--- src/rtl/isa_irq_pkg.sv ---
package isa_irq_pkg;
  localparam int NUM_SRC  = 11;
  localparam int BYTE_W   = 8;
  localparam int HI_W     = NUM_SRC - BYTE_W;
  localparam int IDX_W    = $clog2(NUM_SRC);
  localparam int IRQNUM_W = 4;
  localparam int ADDR_W   = 3;

  typedef enum logic [ADDR_W-1:0] {
    OFS_STAT_LO = 3'd0,
    OFS_STAT_HI = 3'd1,
    OFS_MASK_LO = 3'd2,
    OFS_MASK_HI = 3'd3,
    OFS_VERSION = 3'd4
  } reg_ofs_e;

  // Packed bit to legacy IRQ number.
  function automatic logic [IRQNUM_W-1:0] bit_to_irq(input logic [IDX_W-1:0] b);
    case (b)
      4'd0:    return 4'd3;
      4'd1:    return 4'd4;
      4'd2:    return 4'd5;
      4'd3:    return 4'd6;
      4'd4:    return 4'd7;
      4'd5:    return 4'd10;
      4'd6:    return 4'd11;
      4'd7:    return 4'd12;
      4'd8:    return 4'd9;
      4'd9:    return 4'd14;
      4'd10:   return 4'd15;
      default: return 4'd0;
    endcase
  endfunction

  // Used by checks: idx is set in p and no lower bit of p is set.
  function automatic logic is_lowest(input logic [NUM_SRC-1:0] p, input logic [IDX_W-1:0] idx);
    logic [NUM_SRC-1:0] below;
    below = (NUM_SRC'(1) << idx) - NUM_SRC'(1);
    return p[idx] && ((p & below) == '0);
  endfunction
endpackage

--- src/rtl/isa_irq_edge_sync.sv ---
module isa_irq_edge_sync #(
  parameter int N      = 11,
  parameter int STAGES = 2
) (
  input  logic         clk,
  input  logic         rst,
  input  logic [N-1:0] lines_i,
  output logic [N-1:0] rise_o
);
  for (genvar g = 0; g < N; g++) begin : g_line
    logic [STAGES:0] shift_q;
    always_ff @(posedge clk) begin
      if (rst) shift_q <= '0;
      else     shift_q <= {shift_q[STAGES-1:0], lines_i[g]};
    end
    assign rise_o[g] = shift_q[STAGES-1] & ~shift_q[STAGES];
  end
endmodule

--- src/rtl/isa_irq_status.sv ---
module isa_irq_status #(
  parameter int N = 11
) (
  input  logic         clk,
  input  logic         rst,
  input  logic [N-1:0] set_i,
  input  logic [N-1:0] clr_i,
  output logic [N-1:0] status_o
);
  logic [N-1:0] status_q;

  always_ff @(posedge clk) begin
    if (rst) status_q <= '0;
    else     status_q <= (status_q & ~clr_i) | set_i;
  end
  assign status_o = status_q;

  AST_EDGE_LATCHES: assert property (@(posedge clk) disable iff (rst)
    (set_i != '0) |=> ((status_o & $past(set_i)) == $past(set_i)));
  AST_NO_SPURIOUS_SET: assert property (@(posedge clk) disable iff (rst)
    (set_i == '0) |=> ((status_o & ~$past(status_o)) == '0));
  AST_CLEAR_TAKES: assert property (@(posedge clk) disable iff (rst)
    ((clr_i & ~set_i) != '0) |=> ((status_o & $past(clr_i & ~set_i)) == '0));
endmodule

--- src/rtl/isa_irq_pick.sv ---
module isa_irq_pick
  import isa_irq_pkg::*;
#(
  parameter int N = NUM_SRC
) (
  input  logic                clk,
  input  logic                rst,
  input  logic [N-1:0]        pend_i,
  output logic                any_o,
  output logic [IDX_W-1:0]    bit_o,
  output logic [IRQNUM_W-1:0] irq_o
);
  logic [IDX_W-1:0] low_idx;

  always_comb begin
    low_idx = '0;
    for (int i = N-1; i >= 0; i--)
      if (pend_i[i]) low_idx = IDX_W'(i);
  end

  always_ff @(posedge clk) begin
    if (rst) begin
      any_o <= 1'b0;
      bit_o <= '0;
      irq_o <= '0;
    end else begin
      any_o <= |pend_i;
      bit_o <= low_idx;
      irq_o <= (|pend_i) ? bit_to_irq(low_idx) : '0;
    end
  end

  AST_PICK_LOWEST: assert property (@(posedge clk) disable iff (rst)
    any_o |-> is_lowest($past(pend_i), bit_o));
  AST_IDLE_ZERO: assert property (@(posedge clk) disable iff (rst)
    !any_o |-> (bit_o == '0 && irq_o == '0));
  AST_IRQ_NONZERO: assert property (@(posedge clk) disable iff (rst)
    any_o |-> (irq_o >= 4'd3 && irq_o != 4'd8 && irq_o != 4'd13));
endmodule

--- src/rtl/isa_irq_aggregator.sv ---
module isa_irq_aggregator
  import isa_irq_pkg::*;
#(
  parameter logic [7:0] VERSION = 8'h21
) (
  input  logic                clk,
  input  logic                rst,
  input  logic [NUM_SRC-1:0]  irq_lines,
  input  logic [ADDR_W-1:0]   bus_addr,
  input  logic                bus_wr,
  input  logic [BYTE_W-1:0]   bus_wdata,
  output logic [BYTE_W-1:0]   bus_rdata,
  output logic                irq_out,
  output logic                next_valid,
  output logic [IDX_W-1:0]    next_bit,
  output logic [IRQNUM_W-1:0] next_irq
);
  logic [NUM_SRC-1:0] rise;
  logic [NUM_SRC-1:0] clr;
  logic [NUM_SRC-1:0] status;
  logic [NUM_SRC-1:0] mask_q;
  logic [NUM_SRC-1:0] pending;

  isa_irq_edge_sync #(.N(NUM_SRC), .STAGES(2)) i_sync (
    .clk(clk), .rst(rst), .lines_i(irq_lines), .rise_o(rise)
  );

  always_comb begin
    clr = '0;
    if (bus_wr && bus_addr == OFS_STAT_LO) clr[BYTE_W-1:0]       = bus_wdata;
    if (bus_wr && bus_addr == OFS_STAT_HI) clr[NUM_SRC-1:BYTE_W] = bus_wdata[HI_W-1:0];
  end

  isa_irq_status #(.N(NUM_SRC)) i_status (
    .clk(clk), .rst(rst), .set_i(rise), .clr_i(clr), .status_o(status)
  );

  always_ff @(posedge clk) begin
    if (rst) mask_q <= '0;
    else if (bus_wr) begin
      if (bus_addr == OFS_MASK_LO) mask_q[BYTE_W-1:0]       <= bus_wdata;
      if (bus_addr == OFS_MASK_HI) mask_q[NUM_SRC-1:BYTE_W] <= bus_wdata[HI_W-1:0];
    end
  end

  assign pending = status & mask_q;

  isa_irq_pick #(.N(NUM_SRC)) i_pick (
    .clk(clk), .rst(rst), .pend_i(pending),
    .any_o(next_valid), .bit_o(next_bit), .irq_o(next_irq)
  );
  assign irq_out = next_valid;

  always_ff @(posedge clk) begin
    if (rst) bus_rdata <= '0;
    else begin
      case (bus_addr)
        OFS_STAT_LO: bus_rdata <= status[BYTE_W-1:0];
        OFS_STAT_HI: bus_rdata <= BYTE_W'(status[NUM_SRC-1:BYTE_W]);
        OFS_MASK_LO: bus_rdata <= mask_q[BYTE_W-1:0];
        OFS_MASK_HI: bus_rdata <= BYTE_W'(mask_q[NUM_SRC-1:BYTE_W]);
        OFS_VERSION: bus_rdata <= VERSION;
        default:     bus_rdata <= '0;
      endcase
    end
  end

  AST_VERSION_FIXED: assert property (@(posedge clk) disable iff (rst)
    (bus_addr == OFS_VERSION) |=> (bus_rdata == VERSION));
  AST_HI_UPPER_ZERO: assert property (@(posedge clk) disable iff (rst)
    (bus_addr == OFS_STAT_HI) |=> (bus_rdata[7:HI_W] == '0));
  AST_MASK_GATES: assert property (@(posedge clk) disable iff (rst)
    ((status & mask_q) == '0) |=> !irq_out);
endmodule

--- config.mk ---
export PLATFORM = sky130hd
export DESIGN_NAME = isa_irq_aggregator
export DESIGN_NICKNAME = d
export VERILOG_FILES = /design/src/rtl/isa_irq_pkg.sv /design/src/rtl/isa_irq_edge_sync.sv /design/src/rtl/isa_irq_status.sv /design/src/rtl/isa_irq_pick.sv /design/src/rtl/isa_irq_aggregator.sv
export SDC_FILE = /design/constraint.sdc
export NUM_CORES = 1
export LEC_CHECK = 0
export ABC_AREA = 1
export CORE_MARGIN = 3
export CORE_UTILIZATION = 50
export DETAILED_ROUTE_END_ITERATION = 6
export MAX_ROUTING_LAYER = met4
export PLACE_DENSITY = 0.79
export SETUP_SLACK_MARGIN = 0.3
export SYNTH_ARGS = -nofsm -noshare
export SYNTH_HDL_FRONTEND = slang
export SYNTH_HIERARCHICAL = 1
export SYNTH_SLANG_ARGS = --single-unit
--- constraint.sdc ---
create_clock -name clk -period 2.4 [get_ports clk]
set_clock_uncertainty 0.2 [all_clocks]
set_input_delay 0.24 -clock clk [delete_from_list [all_inputs] [get_ports clk]]
set_output_delay 0.24 -clock clk [all_outputs]
set_load 0.01 [all_outputs]
-- Word-level counts from Yosys, hierarchy flattened
Memories as Yosys holds them, arrays and structs flattened. A register that Yosys moved wholly into a read port is not among the register bits.
Cells that the tools add are included.
- output and inout port bits: 18
- logic and storage cells: 70
- register bits: 68
- input port bits: 25
- memory bits (read-only): 64
- memories: 1
- memory list (name ; depth ; width ; read ports ; clocked after memory_dff ; wr ports ; line ; text):
    (no name shown) ; 16 ; 4 ; 1 ; 1 ; 0 ; isa_irq_pkg.sv:19 ; case (b)
- bitwise gates (word level): 27
- reduce and logical (&&, ||, !) cells: 7
- multiplexer cells: 14
- equality and inequality tests: 4
- operators by type and width (operator ; number):
    $mux W4 ; 11
    $pmux W8 S5 ; 1
    $and A11 B11 Y11 ; 2
    $not A1 Y1 ; 12
    $and A1 B1 Y1 ; 11
    $not A11 Y11 ; 1
    $or A11 B11 Y11 ; 1
    $reduce_or A11 Y1 ; 1
    $mux W8 ; 1
    $eq A3 B2 Y1 const B ; 2
    $reduce_and A2 Y1 ; 2
    $eq A3 B1 Y1 const B ; 1
    $eq A3 B3 Y1 const B ; 1
    $logic_not A3 Y1 ; 1
    $mux W3 ; 1
    $logic_and A1 B1 Y1 ; 2
    $reduce_or A2 Y1 ; 1

-- Depth between registers and ports, before layout
- depth in word-level cells: 12
- gate-level depth with buffers: 17
- depth with buffers taken out: 17

-- Cells and area by module
Netlist, hierarchy kept.
- modules (own cells, without submodules) (module ; instances ; cells each ; seq. area each (um^2) ; area an instance (um^2)):
    isa_irq_aggregator ; 1 ; 161 ; 380.4 ; 1009.7
    isa_irq_edge_sync ; 1 ; 114 ; 660.6 ; 999.7
    isa_irq_pick ; 1 ; 70 ; 180.2 ; 525.5
    isa_irq_status ; 1 ; 56 ; 220.2 ; 447.9

-- Worst setup path before layout
Ideal clock, no wire load.
- kind: reg-to-reg
- start: register i_status.status_q[8] (netlist: i_status/status_o[8])
- end: register i_pick.irq_o[2]
- period minus slack after synthesis: 1.759 ns
- data arrival time: 1.490 ns
- library setup time: 0.070 ns
- path slack: 0.641 ns
- buffers on the path: 0
- cell stages (with the launch flop): 17
- data required time: 2.130 ns
- cells stage by stage: dfxtp_1 nand2_1 inv_1 inv_1 nand2_1 nand2_1 nand2_1 nand2_1 nand2_1 nand2_1 nand2_1 nand2_1 nand2_1 ha_1 nand3_1 nand3_1 a21oi_1
- longest elaborated chain between the ends: 10
- elaborated cells on any way between the ends: 13
- classes of those cells: mux: 9; bitwise: 2; reduce/logical: 2
- ends and longest elaborated chain (element ; line ; text):
    from (decl) ; isa_irq_status.sv:10 ; logic [N-1:0] status_q;
    from (signal assigned) ; isa_irq_status.sv:14 ; else status_q <= (status_q & ~clr_i) | set_i;
    $and A11 B11 Y11 * ; isa_irq_aggregator.sv:46 ; assign pending = status & mask_q;
    net pending[8] ; isa_irq_aggregator.sv:22 ; logic [NUM_SRC-1:0] pending;
    $mux W4 (9 in a row) ; isa_irq_pick.sv:18 ; if (pend_i[i]) low_idx = IDX_W'(i);
    to (decl) ; isa_irq_pick.sv:11 ; output logic [IRQNUM_W-1:0] irq_o
Mark *: on every way through the listed nets, which the timed path passes. The rest lies on a longest branch.
A chain may end at the register's enable or synchronous reset.

-- Worst setup path after layout
- start: register i_status.status_q[8] (netlist: i_status/status_o[8])
- end: register i_pick.irq_o[0]
The elaborated chain is that of the path after synthesis.

==> results.cfg <==
[run_status]
status = complete, no violations

[cts]
clockBufferDepth = 2
cts.reportedPaths.clkPinSlew_ns = 0.07
h-tree-depth = 3
clock-sinks = 72
postCtsSetupBuffers = 0
cts_made_buffers = 9
clk_latency_ns = 0.34
cts_hold_buf = 0
cts_root_buf = clkbuf_8
cts_tree = yes

[critical_path]
crit_start = i_status/status_o[8]
cp-start-kind = flop
critical_path.slowest_cell = dfxtp_2
worst-path-stages = 17
r2r_setup_slack_ns = 0.49
crit_top_cell = nand2_1
path_delay_family = simple AND/OR/NAND/NOR gates
r2r-start = i_status/status_o[8]
crit_buf_inv = 3
r2r_end = i_pick/irq_o[0]
ff2ff_path_depth = 17
crit_end = i_pick/irq_o[0]
cpPeakStageDelay_ns = 0.34
cp.required_ns = 2.44
cp_max_fo = 4
endpoint_kind = flop
setup.worst_path.class = flop to flop
crit_arrival_ns = 1.94
crit_chain = nand2_1 > inv_2 > inv_1 > nand2_1 > nand2_1 > nand2_1 > nand2_1 > nand2_1 > nand2_1 > nand2_1 > nand2_1 > nand2_2 > ha_1 > nor3_2 > nor2_1 > nand2_1 > inv_1

[final_layout]
final_cell_mix = 87 x inv_1, 84 x nor2_1, 68 x dfxtp_1
diodes = 0
nFillCells = 474
final_layout_size_suffix_gt1_share_pct = 13.27
area_growth_pct = 21.64
nets = 475
design_area_mm2 = 0.003628
final_util_pct = 64.32
final_common_cell = inv_1

[placement]
dpl-instance-area_mm2 = 0.003433
gp_congestion = 0.8313
dp_hpwl_mm = 3.809
io_buffers = 42
post-place-ws_ns = 0.3186

[worst_hold_path]
hold_path.class = input port to flop

[synthesis]
synth.yosys.seq_area_share_pct = 48.32
synthCells = 401
synth_top_area_cell = dfxtp_1
syn_nets = 429
synthTopCellsByArea = dfxtp_1 48%, inv_1 11%, nor2_1 11%
ys_types = 25
syn_avg_cell_area_um2 = 7.439
mappedNetlistArea_mm2 = 0.002983
synth_top_area_share_pct = 48.32
ys_ff_latch = 72
yosysWarnings = 6

[sta]
hold_viol = 0
grt_setup_unrepaired = no
finalCriticalPeriod_ns = 1.905
setup_viol = 0
tightest_slew_ns = 0.4913
setup_tns_ns = 0
relSlewSlack_pct = 67.14
min_period_over_period_pct = 79.39
setup_slack_ns = 0.4946
max_freq_mhz = 524.8
finalMaxSlewViolations = 0

[drt]
vias_per_cell = 4.517
routedWlPerCell_um = 9.927
drt-total-wl_mm = 5.202
drt_iter0_drc = 184
firstDrtPassIters = 4
drc_errors = 0
vias = 2367
ant_nets = 0

[grt]
grt_pass1_wl_mm = 8.866
grt_overflow = 0
grt_start_max_net_pins = 41
grt_pass1_vias = 2164
antenna_found_initial = 0
grt_usage_pct = 16.29

[floorplan]
fp.dieW_um = 83.24
io_pins = 43
die_y_um = 83.24
die_area_mm2 = 0.006929
fp-row-count = 27
initial_utilization_pct = 52.87
core_area_mm2 = 0.005642

[pwr]
p_leak_uw = 0.001649
peakVddDrop_mv = 0.3563
p_per_area_mw_per_mm2 = 625.4

[run]
maxCapViolations = 0
## what timing repair did
item                                   4_1_cts  5_1_grt
resized for setup                            0        9
setup endpoints to repair                    0        4
endpoints found under the hold margin        0        0
## stage by stage
stage | hold WS, ns | total power [uW] | std cells
2_1_floorplan | 0.1091 | 1401 | 401
3_3_place_gp | 0.1892 | 1472 | 508
3_5_place_dp | 0.1948 | 1477 | 508
4_1_cts | 0.1295 | 2291 | 524
5_1_grt | 0.1437 | 2382 | 524
6_report | 0.1411 | 2269 | 524
## final cells by class
type | count | area (um^2) | area share (%)
flip-flops and latches | 72 | 1446 | 39.86
inverters | 95 | 356.6 | 9.828
clock inverters | 3 | 17.52 | 0.4828
multi-input cells | 224 | 1119 | 30.83
repair buffers | 45 | 450.4 | 12.41
well taps | 72 | 90.09 | 2.483
clock buffers | 13 | 148.9 | 4.103
## cells by family (layout without fill, tap and decap cells)
logic type               count (synthesis)  count (layout)  share of synthesized area [%]
AND/OR/NAND/NOR                        195             195                          29.40
AO/OA/AOI/OAI                           26              26                          6.040
buffers and inverters                  105             156                          14.97
flip-flops                              72              72                          48.32
adder cells (fa/ha/maj)                  3               3                          1.259
## synthesized netlist by cell type (all sizes together)
cell type	number
nor3	3
o22ai	1
nand3	24
buf	8
dfxtp	72
clkbuf	2
nand4	6
a21oi	21
o21ai	2
nand2	72
a21o	1
ha	3
nor2	90
a31oi	1
inv	95
## report_power, final
group / total [uW] / switching, uW / leakage, uW / internal, uW
combinational: 195 / 105 / 0.000976 / 89.8
sequential: 1260 / 20.0 / 0.000590 / 1240
clock: 816 / 415 / 0.0000834 / 401
total: 2270 / 540 / 0.00165 / 1730
## sequential cells by signal, indices dropped and copies added, names as in the netlist
name and count:
i_pick/any_o 1, bus_rdata 8, i_status/status_o 11, i_sync/g_line.shift_q 33, i_pick/bit_o 4, mask_q 11, i_pick/irq_o 4
## routing by layer
metal  vias up  global-route usage (%)  share of wire (%)
met3        14                   3.869                5.2
met2        64                   28.35                 50
li1       1271                       -                  -
met1      1018                   16.55                 42
met5         -                       -                  0
met4         0                   9.658                2.5
## worst min-delay path by stage
stage	from	endpoint	slack [ns]	cells after the start
global route	rst	i_pick/bit_o[0]	0.14	2
CTS	rst	i_pick/bit_o[2]	0.13	2
detailed placement	i_sync/g_line[2].shift_q[0]	i_sync/g_line[2].shift_q[1]	0.19	2
global placement	i_sync/g_line[7].shift_q[0]	i_sync/g_line[7].shift_q[1]	0.19	2
finish	rst	i_pick/bit_o[2]	0.14	2
floorplan	rst	bus_rdata[3]	0.11	1
(Power assumes the default switching activity.)
